==> config.mk <==
export PLATFORM = sky130hd
export DESIGN_NAME = tile_binner
export DESIGN_NICKNAME = d
export VERILOG_FILES = /design/src/rtl/tile_binner_pkg.sv /design/src/rtl/tb_axis_range.sv /design/src/rtl/tb_list_mem.sv /design/src/rtl/tile_binner.sv
export SDC_FILE = /design/constraint.sdc
export NUM_CORES = 1
export LEC_CHECK = 0
export BUFFER_PORTS_ARGS = -buffer_cell sky130_fd_sc_hd__buf_2
export CORE_UTILIZATION = 56
export CTS_CLUSTER_DIAMETER = 30
export CTS_CLUSTER_SIZE = 25
export DETAILED_ROUTE_END_ITERATION = 12
export GPL_ROUTABILITY_DRIVEN = 1
export PLACE_DENSITY_LB_ADDON = 0.12
export SYNTH_ARGS = -nofsm -noshare
export SYNTH_HDL_FRONTEND = slang
export SYNTH_SLANG_ARGS = --single-unit
==> constraint.sdc <==
create_clock -name clk -period 2.94 [get_ports clk]
set_input_delay 0.147 -clock clk [delete_from_list [all_inputs] [get_ports clk]]
set_output_delay 0.147 -clock clk [all_outputs]
set_load 0.03 [all_outputs]
==> src/rtl/tile_binner_pkg.sv <==
package tile_binner_pkg;
    typedef enum logic [2:0] {
        ST_ACCEPT,
        ST_WALK,
        ST_HDR,
        ST_ENT,
        ST_EOT
    } bin_state_e;

    localparam logic [1:0] KIND_HDR = 2'd0;
    localparam logic [1:0] KIND_ENT = 2'd1;
    localparam logic [1:0] KIND_EOT = 2'd2;
endpackage

==> src/rtl/tb_axis_range.sv <==
module tb_axis_range #(
    parameter int COORD_W   = 8,
    parameter int TILE_LOG2 = 4,
    parameter int GRID_LOG2 = 2
) (
    input  logic [COORD_W-1:0]   c0,
    input  logic [COORD_W-1:0]   c1,
    input  logic [COORD_W-1:0]   c2,
    output logic [GRID_LOG2-1:0] lo,
    output logic [GRID_LOG2-1:0] hi
);
    localparam int SH_W = COORD_W - TILE_LOG2;
    localparam logic [SH_W-1:0] LAST = SH_W'((1 << GRID_LOG2) - 1);

    logic [COORD_W-1:0] mn, mx;
    logic [SH_W-1:0]    mn_t, mx_t;

    always_comb begin
        mn = c0;
        mx = c0;
        if (c1 < mn) mn = c1;
        if (c2 < mn) mn = c2;
        if (c1 > mx) mx = c1;
        if (c2 > mx) mx = c2;
        mn_t = mn[COORD_W-1:TILE_LOG2];
        mx_t = mx[COORD_W-1:TILE_LOG2];
        lo = (mn_t > LAST) ? LAST[GRID_LOG2-1:0] : mn_t[GRID_LOG2-1:0];
        hi = (mx_t > LAST) ? LAST[GRID_LOG2-1:0] : mx_t[GRID_LOG2-1:0];
    end
endmodule

==> src/rtl/tb_list_mem.sv <==
module tb_list_mem #(
    parameter int NT    = 16,
    parameter int DEPTH = 4,
    parameter int IDX_W = 6
) (
    input  logic                     clk,
    input  logic                     rst_n,
    input  logic                     clr,
    input  logic                     wr_en,
    input  logic [$clog2(NT)-1:0]    wr_tile,
    input  logic [IDX_W-1:0]         wr_idx,
    output logic                     wr_full,
    input  logic [$clog2(NT)-1:0]    rd_tile,
    input  logic [$clog2(DEPTH)-1:0] rd_pos,
    output logic [$clog2(DEPTH+1)-1:0] rd_cnt,
    output logic [IDX_W-1:0]         rd_idx
);
    localparam int CNT_W = $clog2(DEPTH + 1);
    localparam int POS_W = $clog2(DEPTH);

    logic [NT-1:0][CNT_W-1:0] cnt_arr;
    logic [IDX_W-1:0]         ent [NT][DEPTH];
    logic [CNT_W-1:0]         wr_cnt;

    assign wr_cnt  = cnt_arr[wr_tile];
    assign wr_full = (wr_cnt == CNT_W'(DEPTH));
    assign rd_cnt  = cnt_arr[rd_tile];
    assign rd_idx  = ent[rd_tile][rd_pos];

    for (genvar t = 0; t < NT; t++) begin : g_tile
        logic [CNT_W-1:0] cnt_q, cnt_d;
        always_comb begin
            cnt_d = cnt_q;
            if (clr)
                cnt_d = '0;
            else if (wr_en && wr_tile == t && cnt_q != CNT_W'(DEPTH))
                cnt_d = cnt_q + 1'b1;
        end
        always_ff @(posedge clk or negedge rst_n) begin
            if (!rst_n) cnt_q <= '0;
            else        cnt_q <= cnt_d;
        end
        assign cnt_arr[t] = cnt_q;
    end

    always_ff @(posedge clk) begin
        if (wr_en && !wr_full)
            ent[wr_tile][wr_cnt[POS_W-1:0]] <= wr_idx;
    end

    a_r8_cnt_cap: assert property (@(posedge clk) disable iff (!rst_n)
        rd_cnt <= CNT_W'(DEPTH));
    a_r9_lists_cleared: assert property (@(posedge clk) disable iff (!rst_n)
        clr |=> (rd_cnt == '0));
endmodule

==> src/rtl/tile_binner.sv <==
module tile_binner
    import tile_binner_pkg::*;
#(
    parameter int COORD_W     = 8,
    parameter int SCREEN_LOG2 = 6,
    parameter int TILE_LOG2   = 4,
    parameter int DEPTH       = 4,
    parameter int IDX_W       = 6
) (
    input  logic               clk,
    input  logic               rst_n,
    input  logic               in_valid,
    output logic               in_ready,
    input  logic [IDX_W-1:0]   in_idx,
    input  logic [COORD_W-1:0] in_x0,
    input  logic [COORD_W-1:0] in_y0,
    input  logic [COORD_W-1:0] in_x1,
    input  logic [COORD_W-1:0] in_y1,
    input  logic [COORD_W-1:0] in_x2,
    input  logic [COORD_W-1:0] in_y2,
    input  logic               frame_end,
    output logic               bin_done,
    output logic               overflow,
    output logic               out_valid,
    input  logic               out_ready,
    output logic [1:0]         out_kind,
    output logic [2*(SCREEN_LOG2-TILE_LOG2)-1:0] out_tile,
    output logic [IDX_W-1:0]   out_idx
);
    localparam int GRID_LOG2 = SCREEN_LOG2 - TILE_LOG2;
    localparam int TN_W      = 2 * GRID_LOG2;
    localparam int NT        = 1 << TN_W;
    localparam int CNT_W     = $clog2(DEPTH + 1);
    localparam int POS_W     = $clog2(DEPTH);

    typedef struct packed {
        bin_state_e             state;
        logic                   done;
        logic                   ovf;
        logic                   pend;
        logic [GRID_LOG2-1:0]   xlo, xhi, ylo, yhi, cx, cy;
        logic [IDX_W-1:0]       idx;
        logic [TN_W-1:0]        rtile;
        logic [POS_W-1:0]       rpos;
    } bin_regs_t;

    bin_regs_t r_q, r_d;

    logic [GRID_LOG2-1:0] nx_lo, nx_hi, ny_lo, ny_hi;
    logic                 wr_en, wr_full, clr;
    logic [CNT_W-1:0]     rd_cnt;
    logic [IDX_W-1:0]     rd_idx;

    tb_axis_range #(.COORD_W(COORD_W), .TILE_LOG2(TILE_LOG2), .GRID_LOG2(GRID_LOG2))
    u_xr (.c0(in_x0), .c1(in_x1), .c2(in_x2), .lo(nx_lo), .hi(nx_hi));

    tb_axis_range #(.COORD_W(COORD_W), .TILE_LOG2(TILE_LOG2), .GRID_LOG2(GRID_LOG2))
    u_yr (.c0(in_y0), .c1(in_y1), .c2(in_y2), .lo(ny_lo), .hi(ny_hi));

    assign wr_en = (r_q.state == ST_WALK);
    assign clr   = (r_q.state == ST_EOT) && out_ready && (r_q.rtile == TN_W'(NT - 1));

    tb_list_mem #(.NT(NT), .DEPTH(DEPTH), .IDX_W(IDX_W)) u_mem (
        .clk     (clk),
        .rst_n   (rst_n),
        .clr     (clr),
        .wr_en   (wr_en),
        .wr_tile ({r_q.cy, r_q.cx}),
        .wr_idx  (r_q.idx),
        .wr_full (wr_full),
        .rd_tile (r_q.rtile),
        .rd_pos  (r_q.rpos),
        .rd_cnt  (rd_cnt),
        .rd_idx  (rd_idx)
    );

    always_comb begin
        r_d = r_q;
        unique case (r_q.state)
            ST_ACCEPT: begin
                if (in_valid) begin
                    r_d.xlo   = nx_lo;
                    r_d.xhi   = nx_hi;
                    r_d.ylo   = ny_lo;
                    r_d.yhi   = ny_hi;
                    r_d.cx    = nx_lo;
                    r_d.cy    = ny_lo;
                    r_d.idx   = in_idx;
                    r_d.pend  = frame_end;
                    r_d.state = ST_WALK;
                end else if (frame_end) begin
                    r_d.done  = 1'b1;
                    r_d.rtile = '0;
                    r_d.state = ST_HDR;
                end
            end
            ST_WALK: begin
                if (wr_full) r_d.ovf = 1'b1;
                if (r_q.cx == r_q.xhi) begin
                    r_d.cx = r_q.xlo;
                    if (r_q.cy == r_q.yhi) begin
                        if (r_q.pend) begin
                            r_d.pend  = 1'b0;
                            r_d.done  = 1'b1;
                            r_d.rtile = '0;
                            r_d.state = ST_HDR;
                        end else begin
                            r_d.state = ST_ACCEPT;
                        end
                    end else begin
                        r_d.cy = r_q.cy + 1'b1;
                    end
                end else begin
                    r_d.cx = r_q.cx + 1'b1;
                end
            end
            ST_HDR: begin
                if (out_ready) begin
                    r_d.rpos  = '0;
                    r_d.state = (rd_cnt == '0) ? ST_EOT : ST_ENT;
                end
            end
            ST_ENT: begin
                if (out_ready) begin
                    if (CNT_W'(r_q.rpos) + 1'b1 == rd_cnt)
                        r_d.state = ST_EOT;
                    else
                        r_d.rpos = r_q.rpos + 1'b1;
                end
            end
            ST_EOT: begin
                if (out_ready) begin
                    if (r_q.rtile == TN_W'(NT - 1)) begin
                        r_d.done  = 1'b0;
                        r_d.ovf   = 1'b0;
                        r_d.state = ST_ACCEPT;
                    end else begin
                        r_d.rtile = r_q.rtile + 1'b1;
                        r_d.state = ST_HDR;
                    end
                end
            end
            default: r_d.state = ST_ACCEPT;
        endcase
    end

    always_ff @(posedge clk or negedge rst_n) begin
        if (!rst_n) begin
            r_q       <= '0;
            r_q.state <= ST_ACCEPT;
        end else begin
            r_q <= r_d;
        end
    end

    always_comb begin
        in_ready  = (r_q.state == ST_ACCEPT);
        out_valid = (r_q.state == ST_HDR) || (r_q.state == ST_ENT) || (r_q.state == ST_EOT);
        out_kind  = (r_q.state == ST_ENT) ? KIND_ENT :
                    (r_q.state == ST_EOT) ? KIND_EOT : KIND_HDR;
        out_tile  = r_q.rtile;
        out_idx   = (r_q.state == ST_ENT) ? rd_idx : '0;
        bin_done  = r_q.done;
        overflow  = r_q.ovf;
    end

    a_r2_range_order: assert property (@(posedge clk) disable iff (!rst_n)
        (in_valid && in_ready) |-> (nx_lo <= nx_hi) && (ny_lo <= ny_hi));
    a_r4_done_blocks_input: assert property (@(posedge clk) disable iff (!rst_n)
        bin_done |-> !in_ready);
    a_r5_no_early_readout: assert property (@(posedge clk) disable iff (!rst_n)
        !bin_done |-> !out_valid);
    a_r7_hold_on_stall: assert property (@(posedge clk) disable iff (!rst_n)
        (out_valid && !out_ready) |=> out_valid && $stable(out_kind)
                                      && $stable(out_tile) && $stable(out_idx));
    a_r8_ovf_sticky: assert property (@(posedge clk) disable iff (!rst_n)
        overflow |=> overflow || (!bin_done && in_ready));
endmodule

==> reports/results.ini <==
[synth]
ys.flop_type = edfxtp_1
netlist_instances = 1513
synth.avg_cell_area_um2 = 14.36
synth_top_area_share = 0.5307
syn_area_mm2 = 0.02173
yosysTopAreaCell = edfxtp_1
synth-seq-cells = 460
synth_edf_count = 384
synth_area_leaders = edfxtp_1 (53%), dfrtp_1 (8.8%), mux4_2 (6.7%)
yosysSeqAreaShare = 0.6182
synth_cell_types = 54
async_flop_share = 0.1652
yosysWarnings = 0
syn_nets = 1660

[critical_path]
crit_path_start_kind = register
r2r-end = r_q[1]
critPathCaptureType = primary output
rrSetupSlack_ns = 0.01
reg2reg_from = out_tile[0]
worst_r2r_path_depth = 9
critPathLaunch = out_tile[0]
arrival_ns = 2.97
crit_type = reg -> out
worstPathRequired_ns = 2.79
path_max_fanout = 7

[pwr]
leakagePower_nw = 10.20
total_power_mw = 25.88
switching_share = 0.3055
p_switching_mw = 7.908
clockPowerShare = 0.417
p_per_area_mw_per_mm2 = 924.8
pwr-share-seq = 0.362
p_int_mw = 17.97
irDropWorstVdd_mv = 0.7196
pwr-share-comb = 0.220

[sta]
skew_ns = 0.04737
finalSetupTns_ns = -0.6161
worst_slack_ns = -0.1739
hold_viol_final = 0
tightestPinTransition_ns = 0.9852
drv_slew = 0
timing.final.crit_period_ns = 3.114
hold_slack_ns = 0.01066
finalCritPeriodShare = 1.059
rsz0062_at_grt = true
setup_viol = 6
fmax_mhz = 321.1
slew_headroom = 0.3432

[worst_hold_path]
min_to = r_q[21]
hp-class = in -> reg
hp-start = in_x2[7]
min_delay_path_depth = 4

[clock_network]
cts_max_path_buffers = 3
cts_tree = done
clock_latency_ns = 0.63
clk_pin_slew_ns = 0.05
cts_inserted_buffers = 91
cts_root_buf = clkbuf_16
htreeDepth = 3
cts.sinks = 460

[floorplanning]
die_area_mm2 = 0.03959
die_x_um = 199.0
core_area_mm2 = 0.03793
start_util = 0.5728
num_io_pins = 75
die_y_um = 199.0
rows = 71

[place]
gp_congestion = 0.8972
hpwl_um = 35040
preCtsSetupSlack_ns = -0.1530
io_buffers = 74
dp.cells = 2163
postPlaceCellArea_mm2 = 0.02365

[layout]
post_layout_nonfiller_instances = 2359
fillers = 2361
insertedDiodeCount = 0
finalNetCount = 1919
syn2layout_area_growth_pct = 28.81
fin_area_mm2 = 0.02799
final_cell_mix = edfxtp_1 (384), buf_4 (133), mux2i_1 (111)
fin_util = 0.7378
layout_commonest_cell = edfxtp_1
drive_gt1_frac = 0.3052

[route]
drtIter0Drc = 1252
vias = 14360
routedWlPerCell_um = 23.71
firstDrtPassIters = 5
ant_nets = 0
drc_errors = 0
wirelength_um = 55940
avgViaCountPerCell = 6.086

[global_routing]
grt_util_all_layers = 0.2875
grt_pass1_wl_um = 83980
antenna_found_initial = 1
grt_pass1_vias = 14420
grt_max_degree = 77
gr-total-overflow = 0

[status]
status = finished, violations left
violations = setup timing

[run]
maxCapViolCount = 0

==> worst max path at each step <==
stage	end	cells after the start	slack [ns]
6_report	out_idx[5]	9	-0.17
5_1_grt	out_idx[5]	9	-0.23
4_1_cts	out_idx[3]	10	-0.12
3_5_place_dp	r_q[12]	15	-0.15
3_3_place_gp	r_q[14]	18	-0.08
2_1_floorplan	r_q[15]	16	0.01
==> area by class of cell <==
type | instances | area, µm² | share of cell area
tap | 511 | 639.4 | 0.02284
sequential | 460 | 13450 | 0.4804
clock inverter | 64 | 852.1 | 0.03044
multi-input combinational | 906 | 8248 | 0.2947
timing repair buffer | 247 | 2142 | 0.07653
inverter | 66 | 249.0 | 0.008896
clock buffer | 105 | 2412 | 0.08619
==> sequential cells by signal, summed over array words and instances (netlist names) <==
register            flops
u_mem.ent             384
u_mem.g_tile.cnt_q     48
r_q                    22
out_tile                4
bin_done                1
overflow                1
==> metal layers <==
| metal | track usage | part of all wire | vias up |
|---|---|---|---|
| li1 | - | - | 6425 |
| met4 | 0.08604 | 0.026 | 2 |
| met5 | 0 | 0.00023 | - |
| met2 | 0.4697 | 0.49 | 645 |
| met1 | 0.3902 | 0.41 | 7164 |
| met3 | 0.05900 | 0.077 | 122 |
==> cells by family after synthesis <==
kind of cell | after synthesis | synth area share
AO/OA/AOI/OAI | 236 | 0.07538
flip-flops | 460 | 0.6182
AND/OR/NAND/NOR | 338 | 0.06991
buffers and inverters | 147 | 0.03017
XOR/XNOR | 32 | 0.01290
multiplexers | 212 | 0.1427
adder cells (fa/ha/maj) | 88 | 0.05067
==> critical path: stages, from the launching register on <==
cell and delay, ns:
dfrtp_4 0.55, buf_16 0.18, buf_16 0.15, buf_12 0.14, mux2i_4 0.20, o221ai_4 0.28, nand3_2 0.13, a32oi_2 0.30
a22o_1 0.25, buf_6 0.15
==> power groups by stage <==
stage | clock [mW] | combinational [mW] | sequential [mW]
5_1_grt | 11.2 | 6.17 | 9.45
3_5_place_dp | 0 | 5.31 | 9.46
4_1_cts | 10.9 | 5.52 | 9.36
3_3_place_gp | 0 | 5.17 | 9.42
2_1_floorplan | 0 | 3.33 | 9.26
6_report | 10.8 | 5.71 | 9.38
==> timing repair <==
action | 4_1_cts | 5_1_grt
gates resized for setup | 69 | 70
hold buffers | 10 | 0
setup endpoints to repair | 6 | 22
buffers inserted | 8 | 3
cloned | 6 | 3
endpoints found under the hold margin | 87 | 0
pin swaps | 23 | 27
==> synth_stat cells, drive strengths merged (3+ instances only) <==
cell type / instances
or3: 5
clkbuf: 37
and3: 10
nand3: 63
nand2: 92
and2: 6
o22ai: 12
o221ai: 63
nand4: 6
o21ai: 34
o21a: 8
a211oi: 11
mux2i: 134
a31oi: 3
ha: 88
inv: 66
nor2: 111
dfrtp: 76
o31ai: 8
buf: 44
a22o: 3
a31o: 5
xor2: 18
nand2b: 7
mux4: 75
xnor2: 14
o211ai: 4
edfxtp: 384
nor2b: 9
a21o: 15
nor3: 21
mux2: 3
nor4: 4
a21oi: 55
No activity file was read; power rests on OpenSTA's default activity.
